==> config.mk <==
export PLATFORM = sky130hd
export DESIGN_NAME = flag_addsub_unit
export DESIGN_NICKNAME = d
export VERILOG_FILES = /design/src/rtl/faddsub_pkg.sv /design/src/rtl/faddsub_operand.sv /design/src/rtl/faddsub_adder.sv /design/src/rtl/faddsub_flags.sv /design/src/rtl/faddsub_out_reg.sv /design/src/rtl/flag_addsub_unit.sv
export SDC_FILE = /design/constraint.sdc
export NUM_CORES = 1
export LEC_CHECK = 0
export BUFFER_PORTS_ARGS = -buffer_cell sky130_fd_sc_hd__buf_2
export CORE_MARGIN = 3
export CORE_UTILIZATION = 30
export DETAILED_ROUTE_END_ITERATION = 16
export PLACE_DENSITY_LB_ADDON = 0.12
export SLEW_MARGIN = 20
export SYNTH_ARGS = -nofsm -noshare
export SYNTH_HDL_FRONTEND = slang
export SYNTH_HIERARCHICAL = 1
export SYNTH_SLANG_ARGS = --single-unit
==> constraint.sdc <==
create_clock -name clk_i -period 0.9 [get_ports clk_i]
set_input_delay 0.09 -clock clk_i [delete_from_list [all_inputs] [get_ports clk_i]]
set_output_delay 0.09 -clock clk_i [all_outputs]
set_load 0.005 [all_outputs]
==> src/rtl/faddsub_pkg.sv <==
package faddsub_pkg;
  typedef enum logic [1:0] {
    OP_ADD = 2'b00,
    OP_ADC = 2'b01,
    OP_SUB = 2'b10,
    OP_SBC = 2'b11
  } op_e;

  typedef struct packed {
    logic n;
    logic z;
    logic c;
    logic v;
  } flags_t;
endpackage

==> src/rtl/faddsub_operand.sv <==
module faddsub_operand
  import faddsub_pkg::*;
#(
  parameter int WIDTH = 32
) (
  input  op_e              op_i,
  input  logic [WIDTH-1:0] b_i,
  input  logic             carry_i,
  output logic [WIDTH-1:0] b_eff_o,
  output logic             cin_o
);
  logic is_sub;

  assign is_sub = op_i[1];

  // subtract is a + ~b + 1; with-carry forms take the flag as carry-in
  always_comb begin
    b_eff_o = is_sub ? ~b_i : b_i;
    unique case (op_i)
      OP_ADD:  cin_o = 1'b0;
      OP_SUB:  cin_o = 1'b1;
      default: cin_o = carry_i;
    endcase
  end
endmodule

==> src/rtl/faddsub_adder.sv <==
module faddsub_adder #(
  parameter int WIDTH = 32
) (
  input  logic [WIDTH-1:0] a_i,
  input  logic [WIDTH-1:0] b_i,
  input  logic             cin_i,
  output logic [WIDTH-1:0] sum_o,
  output logic             cout_o
);
  localparam int SW = WIDTH + 1;
  logic [SW-1:0] full;

  assign full   = {1'b0, a_i} + {1'b0, b_i} + {{(SW-1){1'b0}}, cin_i};
  assign sum_o  = full[WIDTH-1:0];
  assign cout_o = full[SW-1];
endmodule

==> src/rtl/faddsub_flags.sv <==
module faddsub_flags
  import faddsub_pkg::*;
#(
  parameter int WIDTH = 32
) (
  input  logic [WIDTH-1:0] a_i,
  input  logic [WIDTH-1:0] b_eff_i,
  input  logic [WIDTH-1:0] sum_i,
  input  logic             cout_i,
  output flags_t           flags_o
);
  localparam int MSB = WIDTH - 1;

  // carry-out of a + b_eff + cin equals the no-borrow carry on subtract
  always_comb begin
    flags_o.n = sum_i[MSB];
    flags_o.z = ~|sum_i;
    flags_o.c = cout_i;
    flags_o.v = ~(a_i[MSB] ^ b_eff_i[MSB]) & (a_i[MSB] ^ sum_i[MSB]);
  end
endmodule

==> src/rtl/faddsub_out_reg.sv <==
module faddsub_out_reg
  import faddsub_pkg::*;
#(
  parameter int WIDTH = 32
) (
  input  logic             clk_i,
  input  logic             rst_ni,
  input  logic             load_i,
  input  logic [WIDTH-1:0] sum_i,
  input  flags_t           flags_i,
  output logic             valid_o,
  output logic [WIDTH-1:0] sum_o,
  output flags_t           flags_o
);
  always_ff @(posedge clk_i or negedge rst_ni) begin
    if (!rst_ni) begin
      valid_o <= 1'b0;
      sum_o   <= '0;
      flags_o <= '0;
    end else begin
      valid_o <= load_i;
      if (load_i) begin
        sum_o   <= sum_i;
        flags_o <= flags_i;
      end
    end
  end
endmodule

==> src/rtl/flag_addsub_unit.sv <==
module flag_addsub_unit
  import faddsub_pkg::*;
#(
  parameter int WIDTH = 32
) (
  input  logic             clk_i,
  input  logic             rst_ni,
  input  logic             in_valid_i,
  input  logic [1:0]       op_i,
  input  logic [WIDTH-1:0] a_i,
  input  logic [WIDTH-1:0] b_i,
  input  logic             carry_i,
  output logic             out_valid_o,
  output logic [WIDTH-1:0] result_o,
  output logic             n_o,
  output logic             z_o,
  output logic             c_o,
  output logic             v_o
);
  op_e              op;
  logic [WIDTH-1:0] b_eff;
  logic             cin;
  logic [WIDTH-1:0] sum;
  logic             cout;
  flags_t           flags_d;
  flags_t           flags_q;

  assign op = op_e'(op_i);

  faddsub_operand #(.WIDTH(WIDTH)) u_operand (
    .op_i    (op),
    .b_i     (b_i),
    .carry_i (carry_i),
    .b_eff_o (b_eff),
    .cin_o   (cin)
  );

  faddsub_adder #(.WIDTH(WIDTH)) u_adder (
    .a_i    (a_i),
    .b_i    (b_eff),
    .cin_i  (cin),
    .sum_o  (sum),
    .cout_o (cout)
  );

  faddsub_flags #(.WIDTH(WIDTH)) u_flags (
    .a_i     (a_i),
    .b_eff_i (b_eff),
    .sum_i   (sum),
    .cout_i  (cout),
    .flags_o (flags_d)
  );

  faddsub_out_reg #(.WIDTH(WIDTH)) u_out (
    .clk_i   (clk_i),
    .rst_ni  (rst_ni),
    .load_i  (in_valid_i),
    .sum_i   (sum),
    .flags_i (flags_d),
    .valid_o (out_valid_o),
    .sum_o   (result_o),
    .flags_o (flags_q)
  );

  assign n_o = flags_q.n;
  assign z_o = flags_q.z;
  assign c_o = flags_q.c;
  assign v_o = flags_q.v;
endmodule

==> impl_metrics.yaml, run 1 <==
outcome:
  run_status: "complete, but fails checks"
  failed_checks: "setup timing"
clocking:
  clock_path_buffers: 2
  clkLatencyLatePin_ps: 280
  cts_htree_levels: 2
  tritoncts: "built"
  cts_num_sinks: 37
  cts_made_buffers: 5
  path_clk_slew_ps: 60
  clock_root_buffer_master: "clkbuf_16"
timing:
  worst_case_clock_skew_ps: 0
  grt_setup_unrepaired: "true"
  timing.final.max_slew_violations: 0
  finalHoldWorstSlack_ps: 193
  final-setup-viol-count: 40
  period_share_pct: 343
  finalHoldViolations: 0
  final.min_clock_period_ps: 3090
  fmax_mhz: 324
  post-route-worst-setup-slack_ps: -2190
  worst_slew_pin_slew_ps: 475
  slew_headroom_pct: 68.1
synth:
  netlist_area_um2: 3740
  synth_cells: 375
  synth_area_per_cell_um2: 9.97
  mappedNetlistNets: 478
  synth_cell_type_count: 54
  top_flip_flop_cell_by_instance_count_after_synthesis: "dfrtp_1"
  synth_sequential_area_ratio_pct: 24.8
  ys_async_sr_fraction_pct: 100
  synth_edf_count: 0
  synth-seq-cells: 37
  yosys_warnings: 6
drt:
  drtAntennaViolNets: 0
  detail_route.first_pass.iterations: 4
  drt_first_iter_violations: 142
  via_per_inst: 4.68
  num_vias: 3785
  remaining_drc_errors: 0
  route.detailed.wl_per_inst_um: 14.9
  total_routed_length_mm: 12.1
setup_path:
  worstPathBufferInverterCount: 2
  worstPathArrival_ps: 3300
  critical_path.max_fanout: 3
  start_kind: "input pin"
  slowest_stage: "fa_2"
  worst_path_dominant_cell_family: "compound AO/OA/AOI/OAI gates"
  required_ps: 1120
  rr_worst_depth: 2
  critPathKind: "in2reg"
  reg2reg_setup_slack_ps: 10
  worstSetupEndpointType: "register"
  critical_path.reg2reg.startpoint: "u_out/sum_o[30]"
  crit_path_max_incr_delay_ps: 370
  r2r_end: "u_out/sum_o[30]"
  critical_path.cell_chain: "buf_12 -> buf_12 -> mux2_4 -> fa_2 -> fa_2 -> a21o_1 -> a221oi_4 -> o21a_1 -> a21oi_4 -> a21oi_4 -> o21bai_1 -> xor2_1 -> nor4_2 -> nand4_1 -> nor2_1 -> mux2_2"
global_routing:
  maximum_number_of_pins_on_one_net_before_global_route_repair: 31
  antenna_violations_before_repair: 0
  grt_pass1_vias: 3926
  grt_util_overall_pct: 16.6
  global_route.overflow_total: 0
  grt_pass1_wl_mm: 19.2
final_layout:
  fillerInstances: 1134
  final_common_cell: "buf_4"
  final_layout_size_suffix_gt1_share_pct: 61.3
  area_delta_synth_final_pct: 73.3
  n_antenna_cell: 0
  final_net_count: 743
  layout.cells.most_common_list: "144 x buf_4, 105 x buf_2, 40 x xor2_1"
hold_path:
  timing.hold.worst.class: "in2reg"
  worst_hold_startpoint: "in_valid_i"
  min_delay_worst_endpoint: "u_out/valid_o"
  min_delay_path_depth: 2
die:
  chipWidth_um: 118
  placementRows: 40
  ioPinCount: 107
  core-area_um2: 12100
  dieHeight_um: 118
  effective_utilization_at_floorplan_pct: 30.9
  fp.dieArea_um2: 13800
power_and_ir_drop:
  leakagePower_nw: 3.22
  power.ir.vdd_worst_mv: 0.896
  power_per_cell_area_nw_per_um2: 1840
  power.total_mw: 11.9
flow_run:
  cap_violations: 0
place:
  detailed_place_hpwl_mm: 9.41
  numPortBuffers: 106
  gp_congestion: 0.929
## cells by family (layout without fill, tap and decap cells)
| logic type | after synthesis | count (layout) | share of synthesized area [%] |
|---|---|---|---|
| buffers and inverters | 29 | 295 | 6.29 |
| adders and majority gates | 33 | 33 | 11.4 |
| and+or+nand+nor | 73 | 73 | 10.8 |
| AOI/OAI and AO/OA | 103 | 103 | 17.8 |
| xor gates and xnor gates | 62 | 62 | 14.5 |
| DFF | 37 | 37 | 24.8 |
| muxes | 38 | 38 | 14.4 |
## synthesized netlist by cell type (7+ instances only)
library cell	instances	area share, %
nor2_1	15	1.5
nor4_1	7	1.2
nand4_1	7	1.2
dfrtp_1	37	25
a21o_1	17	3.4
clkbuf_1	8	0.80
a21oi_1	36	4.8
nand2_1	18	1.8
mux2_2	7	2.1
ha_1	31	10
mux2_4	30	12
xor2_1	47	11
xnor2_1	15	3.5
o21ai_0	9	1.2
## layout make-up
| class | instances | area (µm²) | area share [%] |
|---|---|---|---|
| multi-input combinational | 309 | 3100 | 47.9 |
| tap | 168 | 210 | 3.25 |
| inverter | 8 | 30.0 | 0.464 |
| sequential | 37 | 926 | 14.3 |
| clock buffer | 5 | 125 | 1.93 |
| timing repair buffer | 279 | 2040 | 31.4 |
| clock inverter | 3 | 46.3 | 0.715 |
## worst max-delay path by stage
stage	to	startpoint	slack (ps)	cells past startpoint
after floorplan	u_out/flags_o[2]	op_i[1]	-2190	16
after global placement	u_out/flags_o[2]	op_i[1]	-2550	16
after detailed placement	u_out/flags_o[2]	op_i[1]	-2630	16
after CTS	u_out/flags_o[2]	op_i[1]	-2200	17
after global routing	u_out/flags_o[2]	op_i[1]	-2400	16
final	u_out/flags_o[2]	op_i[1]	-2190	16
## report_power, final
group / switching, mW / internal (mW) / total [mW] / leakage (nW)
Clock: 0.714 / 1.31 / 2.02 / 0.0800
Sequential: 0.377 / 2.26 / 2.63 / 0.437
Combinational: 3.01 / 4.24 / 7.26 / 2.71
Total: 4.10 / 7.81 / 11.9 / 3.22
## routing by layer
metal,track usage [%],wire (µm),part of all wire [%],up-vias
met5,0,0,0,-
met4,2.20,68,0.56,0
met3,2.40,384,3.2,7
met2,31.2,6320,52,76
met1,20.6,5310,44,1802
li1,-,-,-,1900
## flip-flops by register name, summed over array words and instances, names as in the netlist
signal         cells
u_out/valid_o      1
u_out/flags_o      4
u_out/sum_o       32
## worst reg2reg max path: stages, from the launching register on
cell and delay, ps:
dfrtp_1 390, buf_4 140, mux2_4 250
## what timing repair did
item / 4_1_cts / 5_1_grt
endpoints found under the setup margin: 47 / 67
pin swaps: 34 / 25
hold buffers: 1 / 0
gates cloned: 1 / 0
resized for setup: 61 / 42
hold endpoints to repair: 37 / 0
setup buffers: 19 / 32
## through the flow
| step | std cells | cell area, µm² | utilization [%] | setup TNS [ps] | setup slack, ps |
|---|---|---|---|---|---|
| after floorplan | 375 | 3830 | - | -55410 | -2190 |
| after global routing | 809 | 6480 | 53.5 | -62810 | -2400 |
| after CTS | 785 | 6070 | 50.1 | -58730 | -2200 |
| after detailed placement | 757 | 5390 | 44.5 | -70750 | -2630 |
| final | 809 | 6480 | 53.5 | -59080 | -2190 |
| after global placement | 757 | 5390 | 44.5 | -69070 | -2550 |
Power figures use the tool's default switching activity.
==> run 2: changes to the inputs <==
- BUFFER_PORTS_ARGS: -buffer_cell sky130_fd_sc_hd__buf_2 -> default
- DONT_BUFFER_PORTS: default -> 1
==> run 2 against run 1 <==
Effect of this change: the flow finishes with violations (hold timing, setup timing); die area is the same; core utilization shrank 5.9 points; first-iteration DRC count down 41%; clock skew unchanged; design area down 11%; via count shrank 12%; setup slack improved by 270 ps; total power is 1.7% lower; register-to-register slack about the same; largest power group unchanged; highest routed layer unchanged.
==> impl_metrics.yaml, run 2 (synthesized netlist as in run 1, its figures left out) <==
place:
  numPortBuffers: 0
  gp_congestion: 0.893
  placedInstanceArea_um2: 4880
  detailed_place_hpwl_mm: 8.76
  place_inst: 664
timing:
  timing.final.max_slew_violations: 0
  grt_setup_unrepaired: "true"
  worst_case_clock_skew_ps: 0
  finalHoldWorstSlack_ps: -499
  worst_slew_pin_slew_ps: 428
  final-setup-viol-count: 38
  slew_headroom_pct: 71.3
  final.min_clock_period_ps: 2820
  period_share_pct: 313
  fmax_mhz: 355
  finalHoldViolations: 74
  post-route-worst-setup-slack_ps: -1920
die:
  dieHeight_um: 118
  core-area_um2: 12100
  fp.dieArea_um2: 13800
  effective_utilization_at_floorplan_pct: 30.9
  chipWidth_um: 118
  placementRows: 40
  ioPinCount: 107
setup_path:
  worstSetupEndpointType: "register"
  critPathKind: "in2reg"
  worstPathArrival_ps: 3050
  start_kind: "input pin"
  required_ps: 1130
  critical_path.max_fanout: 4
hold_path:
  timing.hold.worst.class: "in2async"
drt:
  route.detailed.wl_per_inst_um: 16.3
  drt_first_iter_violations: 84
  remaining_drc_errors: 0
  total_routed_length_mm: 11.3
  drtAntennaViolNets: 0
  via_per_inst: 4.82
  num_vias: 3332
  detail_route.first_pass.iterations: 4
clocking:
  clock_path_buffers: 2
  path_clk_slew_ps: 60
  cts_htree_levels: 2
  clock_root_buffer_master: "clkbuf_16"
  cts_made_buffers: 5
  clkLatencyLatePin_ps: 280
  cts_num_sinks: 37
  tritoncts: "built"
final_layout:
  final_layout_size_suffix_gt1_share_pct: 51.9
  seqCellArea_um2: 926
  final_net_count: 626
  postLayoutCellArea_um2: 5760
  n_antenna_cell: 0
  largestRegisters: "u_out/sum_o: 32 flops, u_out/flags_o: 4 flops, u_out/valid_o: 1 flops"
  final_core_util_pct: 47.6
  final_common_cell: "buf_4"
  post_layout_nonfiller_instances: 692
  area_delta_synth_final_pct: 54.1
  area_used_by_multi_input_combinational_logic_um2: 3080
  largest_register_ff_count: 32
  registers.top_by_ff_count: "u_out/sum_o"
  fillerInstances: 1211
  layout.cells.most_common_list: "134 x buf_4, 41 x xor2_1, 37 x dfrtp_1"
global_routing:
  antenna_violations_before_repair: 0
  grt_pass1_vias: 3575
  global_route.overflow_total: 0
  grt_util_overall_pct: 15.8
  maximum_number_of_pins_on_one_net_before_global_route_repair: 38
  grt_pass1_wl_mm: 18.1
outcome:
  failed_checks: "hold timing, setup timing"
  run_status: "complete, but fails checks"
power_and_ir_drop:
  power_per_cell_area_nw_per_um2: 2030
  leakagePower_nw: 2.72
  power.ir.vdd_worst_mv: 0.910
flow_run:
  cap_violations: 0
==> run 2: changes by cell type in the layout (fill, tap and decap cells not counted), sizes merged <==
| cell | delta |
|---|---|
| bufinv | +1 |
| inv | +1 |
| clkinvlp | -1 |
| clkinv | -1 |
| dlygate4sd3 | -1 |
| buf | -116 |
==> run 2: layout make-up <==
class                      instances  share of cell area, %
sequential                        37                   16.1
clock buffer                       5                   2.17
tap                              168                   3.65
inverter                           8                  0.521
clock inverter                     3                   1.19
timing repair buffer             162                   22.9
multi-input combinational        309                   53.5
==> run 2: final timing paths <==
path                           startpoint          endpoint  slack, ps  cells past startpoint
setup / recovery                  op_i[0]  u_out/flags_o[2]      -1920                     14
hold / removal                     rst_ni  u_out/flags_o[2]       -500                      0
setup reg to reg           u_out/sum_o[9]    u_out/sum_o[9]          0                      2
hold reg to reg            u_out/sum_o[6]    u_out/sum_o[6]        540                      1
max in group asynchronous          rst_ni   u_out/sum_o[10]       1310                      0
min in group clk_i             in_valid_i     u_out/valid_o       -160                      0
==> run 2: through the flow <==
step	setup TNS (ps)	hold WS (ps)	total power [mW]	worst slack, ps
detailed placement	-63840	-205	8.17	-2470
floorplan	-55410	-206	5.70	-2190
global placement	-63220	-205	8.15	-2500
finish	-49540	-499	11.7	-1920
CTS	-49000	-507	11.4	-1960
global route	-52220	-516	12.5	-2050
==> run 2: metal layers <==
metal | routed length [µm] | vias to the layer above | GRT usage (%)
met5 | 0 | - | 0
met4 | 53 | 0 | 2.20
met3 | 452 | 4 | 3.51
met2 | 5750 | 66 | 28.5
met1 | 5040 | 1598 | 19.7
li1 | - | 1664 | -
==> run 2: power breakdown <==
| part | internal, mW | total [mW] | leakage (nW) | switching (mW) |
|---|---|---|---|---|
| logic | 4.00 | 6.64 | 2.19 | 2.63 |
| clock network | 1.60 | 2.34 | 0.0944 | 0.740 |
| registers | 2.26 | 2.74 | 0.437 | 0.482 |
| total | 7.86 | 11.7 | 2.72 | 3.86 |
==> run 2: critical path: stages <==
cell      delay (ps)
mux2_4           280
fa_2             380
fa_2             360
a21o_1           220
a221oi_4         320
o21a_1           220
a21oi_4          100
a21oi_4          180
o221ai_2         130
xor2_1           170
nor4_1           200
nand4_1          130
nor2_1           110
mux2_2           150
==> run 2: repair_timing <==
action | 4_1_cts | 5_1_grt
gates resized for setup | 71 | 29
hold endpoints to repair | 74 | 74
pin swaps | 30 | 15
setup endpoints to repair | 46 | 52
gates cloned | 0 | 0
setup buffers | 13 | 14
==> run 3: changes to the inputs <==
- clock period: 0.9 -> 3.5 ns (I/O delays scaled with it)
==> run 3 against run 2 <==
Effect of this change: the run now ends clean; flip-flop and latch count unchanged; critical path depth increased by 1; sequential share of layout area increased by 6.2 points; hold slack improved by 600 ps; design area decreased by 28%; non-clock buffer count decreased by 131; first-iteration DRC count increased by 3.6%; total power decreased by 81%; combinational power decreased by 85%; critical path type unchanged; critical endpoint unchanged; largest cell class unchanged; highest routed layer unchanged.
==> impl_metrics.yaml, run 3 (synthesized netlist as in run 1, its figures left out) <==
hold_path:
  timing.hold.worst.class: "in2reg"
die:
  placementRows: 40
  core-area_um2: 12100
  dieHeight_um: 118
  effective_utilization_at_floorplan_pct: 30.9
  fp.dieArea_um2: 13800
  chipWidth_um: 118
  ioPinCount: 107
timing:
  fmax_mhz: 309
  final-setup-viol-count: 0
  grt_setup_unrepaired: "false"
  period_share_pct: 92.4
  slew_headroom_pct: 64.5
  final.min_clock_period_ps: 3230
  worst_slew_pin_slew_ps: 526
  finalHoldViolations: 0
  timing.final.max_slew_violations: 0
  worst_case_clock_skew_ps: 0
clocking:
  cts_made_buffers: 5
  clkLatencyLatePin_ps: 280
  path_clk_slew_ps: 60
  cts_htree_levels: 2
  tritoncts: "built"
  cts_hold_repair.buffers: 2
  postCtsSetupBuffers: 0
  clock_root_buffer_master: "clkbuf_16"
  clock_path_buffers: 2
  cts_num_sinks: 37
  post_cts_resize_count: 0
power_and_ir_drop:
  int_power_mw: 1.40
  combPwrFrac_pct: 45.2
  power.total_mw: 2.18
  total_switching_power_mw: 0.777
  power_per_cell_area_nw_per_um2: 524
  sw_frac_of_total_pct: 35.6
  leakagePower_nw: 1.88
  power.ir.vdd_worst_mv: 0.196
  power.share.clock_pct: 21.8
  seq_power_share_pct: 32.9
final_layout:
  final_net_count: 495
  n_antenna_cell: 0
  area_delta_synth_final_pct: 11.4
  seqCellArea_um2: 926
  postLayoutCellArea_um2: 4160
  fillerInstances: 1282
  registers.top_by_ff_count: "u_out/sum_o"
  layout.cells.most_common_list: "47 x xor2_1, 37 x dfrtp_1, 35 x a21oi_1"
  largestRegisters: "u_out/sum_o: 32 flops, u_out/flags_o: 4 flops, u_out/valid_o: 1 flops"
  final_common_cell: "xor2_1"
  final_core_util_pct: 34.4
  final_layout_size_suffix_gt1_share_pct: 22.1
  area_used_by_multi_input_combinational_logic_um2: 2590
  largest_register_ff_count: 32
setup_path:
  critPathKind: "in2reg"
  critical_path.cell_chain: "mux2_2 -> fa_2 -> fa_2 -> a21o_1 -> a221oi_2 -> o211ai_1 -> a21oi_1 -> buf_4 -> or3_1 -> o31a_1 -> xnor2_1 -> nor4_1 -> nand4_1 -> nor2_1 -> mux2_2"
  worstPathArrival_ps: 3450
  required_ps: 3720
  worst_path_dominant_cell_family: "compound AO/OA/AOI/OAI gates"
  critical_path.max_fanout: 3
  slowest_stage: "fa_2"
  worstPathBufferInverterCount: 1
  crit_path_max_incr_delay_ps: 370
  start_kind: "input pin"
  worstSetupEndpointType: "register"
drt:
  drtAntennaViolNets: 0
  route.detailed.wl_per_inst_um: 18.0
  num_vias: 2792
  remaining_drc_errors: 0
  drt_first_iter_violations: 87
  detail_route.first_pass.iterations: 4
  total_routed_length_mm: 10.1
  via_per_inst: 4.98
place:
  detailed_place_hpwl_mm: 8.15
  gp_congestion: 0.839
  placedInstanceArea_um2: 3980
  numPortBuffers: 0
global_routing:
  global_route.overflow_total: 0
  grt_pass1_vias: 2939
  maximum_number_of_pins_on_one_net_before_global_route_repair: 38
  grt_util_overall_pct: 14.5
  antenna_violations_before_repair: 0
  grt_pass1_wl_mm: 16.2
outcome:
  run_status: "completed"
flow_run:
  cap_violations: 0
[run 3: final timing paths]
kind                            slack (ps)             start  cells past startpoint                to
max in group asynchronous             2740            rst_ni                      2   u_out/sum_o[25]
worst max register to register        2690   u_out/sum_o[11]                      1   u_out/sum_o[11]
min in group asynchronous              570            rst_ni                      2    u_out/sum_o[2]
worst max-delay path                   270           op_i[0]                     15  u_out/flags_o[2]
worst min-delay path                   100        in_valid_i                      0     u_out/valid_o
worst min register to register         540  u_out/flags_o[3]                      1  u_out/flags_o[3]
[run 3: final cells by class]
class	instances	area share [%]
Clock buffer	7	3.67
Clock inverter	1	0.120
Inverter	8	0.721
Multi-Input combinational cell	309	62.3
Sequential cell	37	22.2
Tap cell	168	5.05
Timing Repair Buffer	31	5.95
[run 3: through the flow]
step / setup TNS, ps / std cells / hold WS (ps) / worst slack (ps)
after CTS: 0 / 561 / 93.5 / 250
final: 0 / 561 / 98.0 / 266
after detailed placement: -36.8 / 551 / 55.0 / -36.8
after global placement: -56.8 / 551 / 55.2 / -56.8
after global routing: 0 / 561 / 85.4 / 45.4
after floorplan: 0 / 375 / 54.4 / 41.7
[run 3: layer usage]
| layer | GRT usage [%] | wire (µm) | vias up |
|---|---|---|---|
| met4 | 2.20 | 61 | 0 |
| met3 | 3.17 | 445 | 6 |
| met2 | 24.6 | 4810 | 68 |
| li1 | - | - | 1413 |
| met1 | 19.2 | 4760 | 1305 |
| met5 | 0 | 0 | - |
[run 3: power by group through the flow]
stage,clock network [mW],registers (mW),logic [mW]
after floorplan,0,0.676,0.758
after global placement,0,0.732,0.982
after detailed placement,0,0.731,0.981
after CTS,0.489,0.726,0.999
after global routing,0.516,0.740,1.10
final,0.476,0.718,0.986
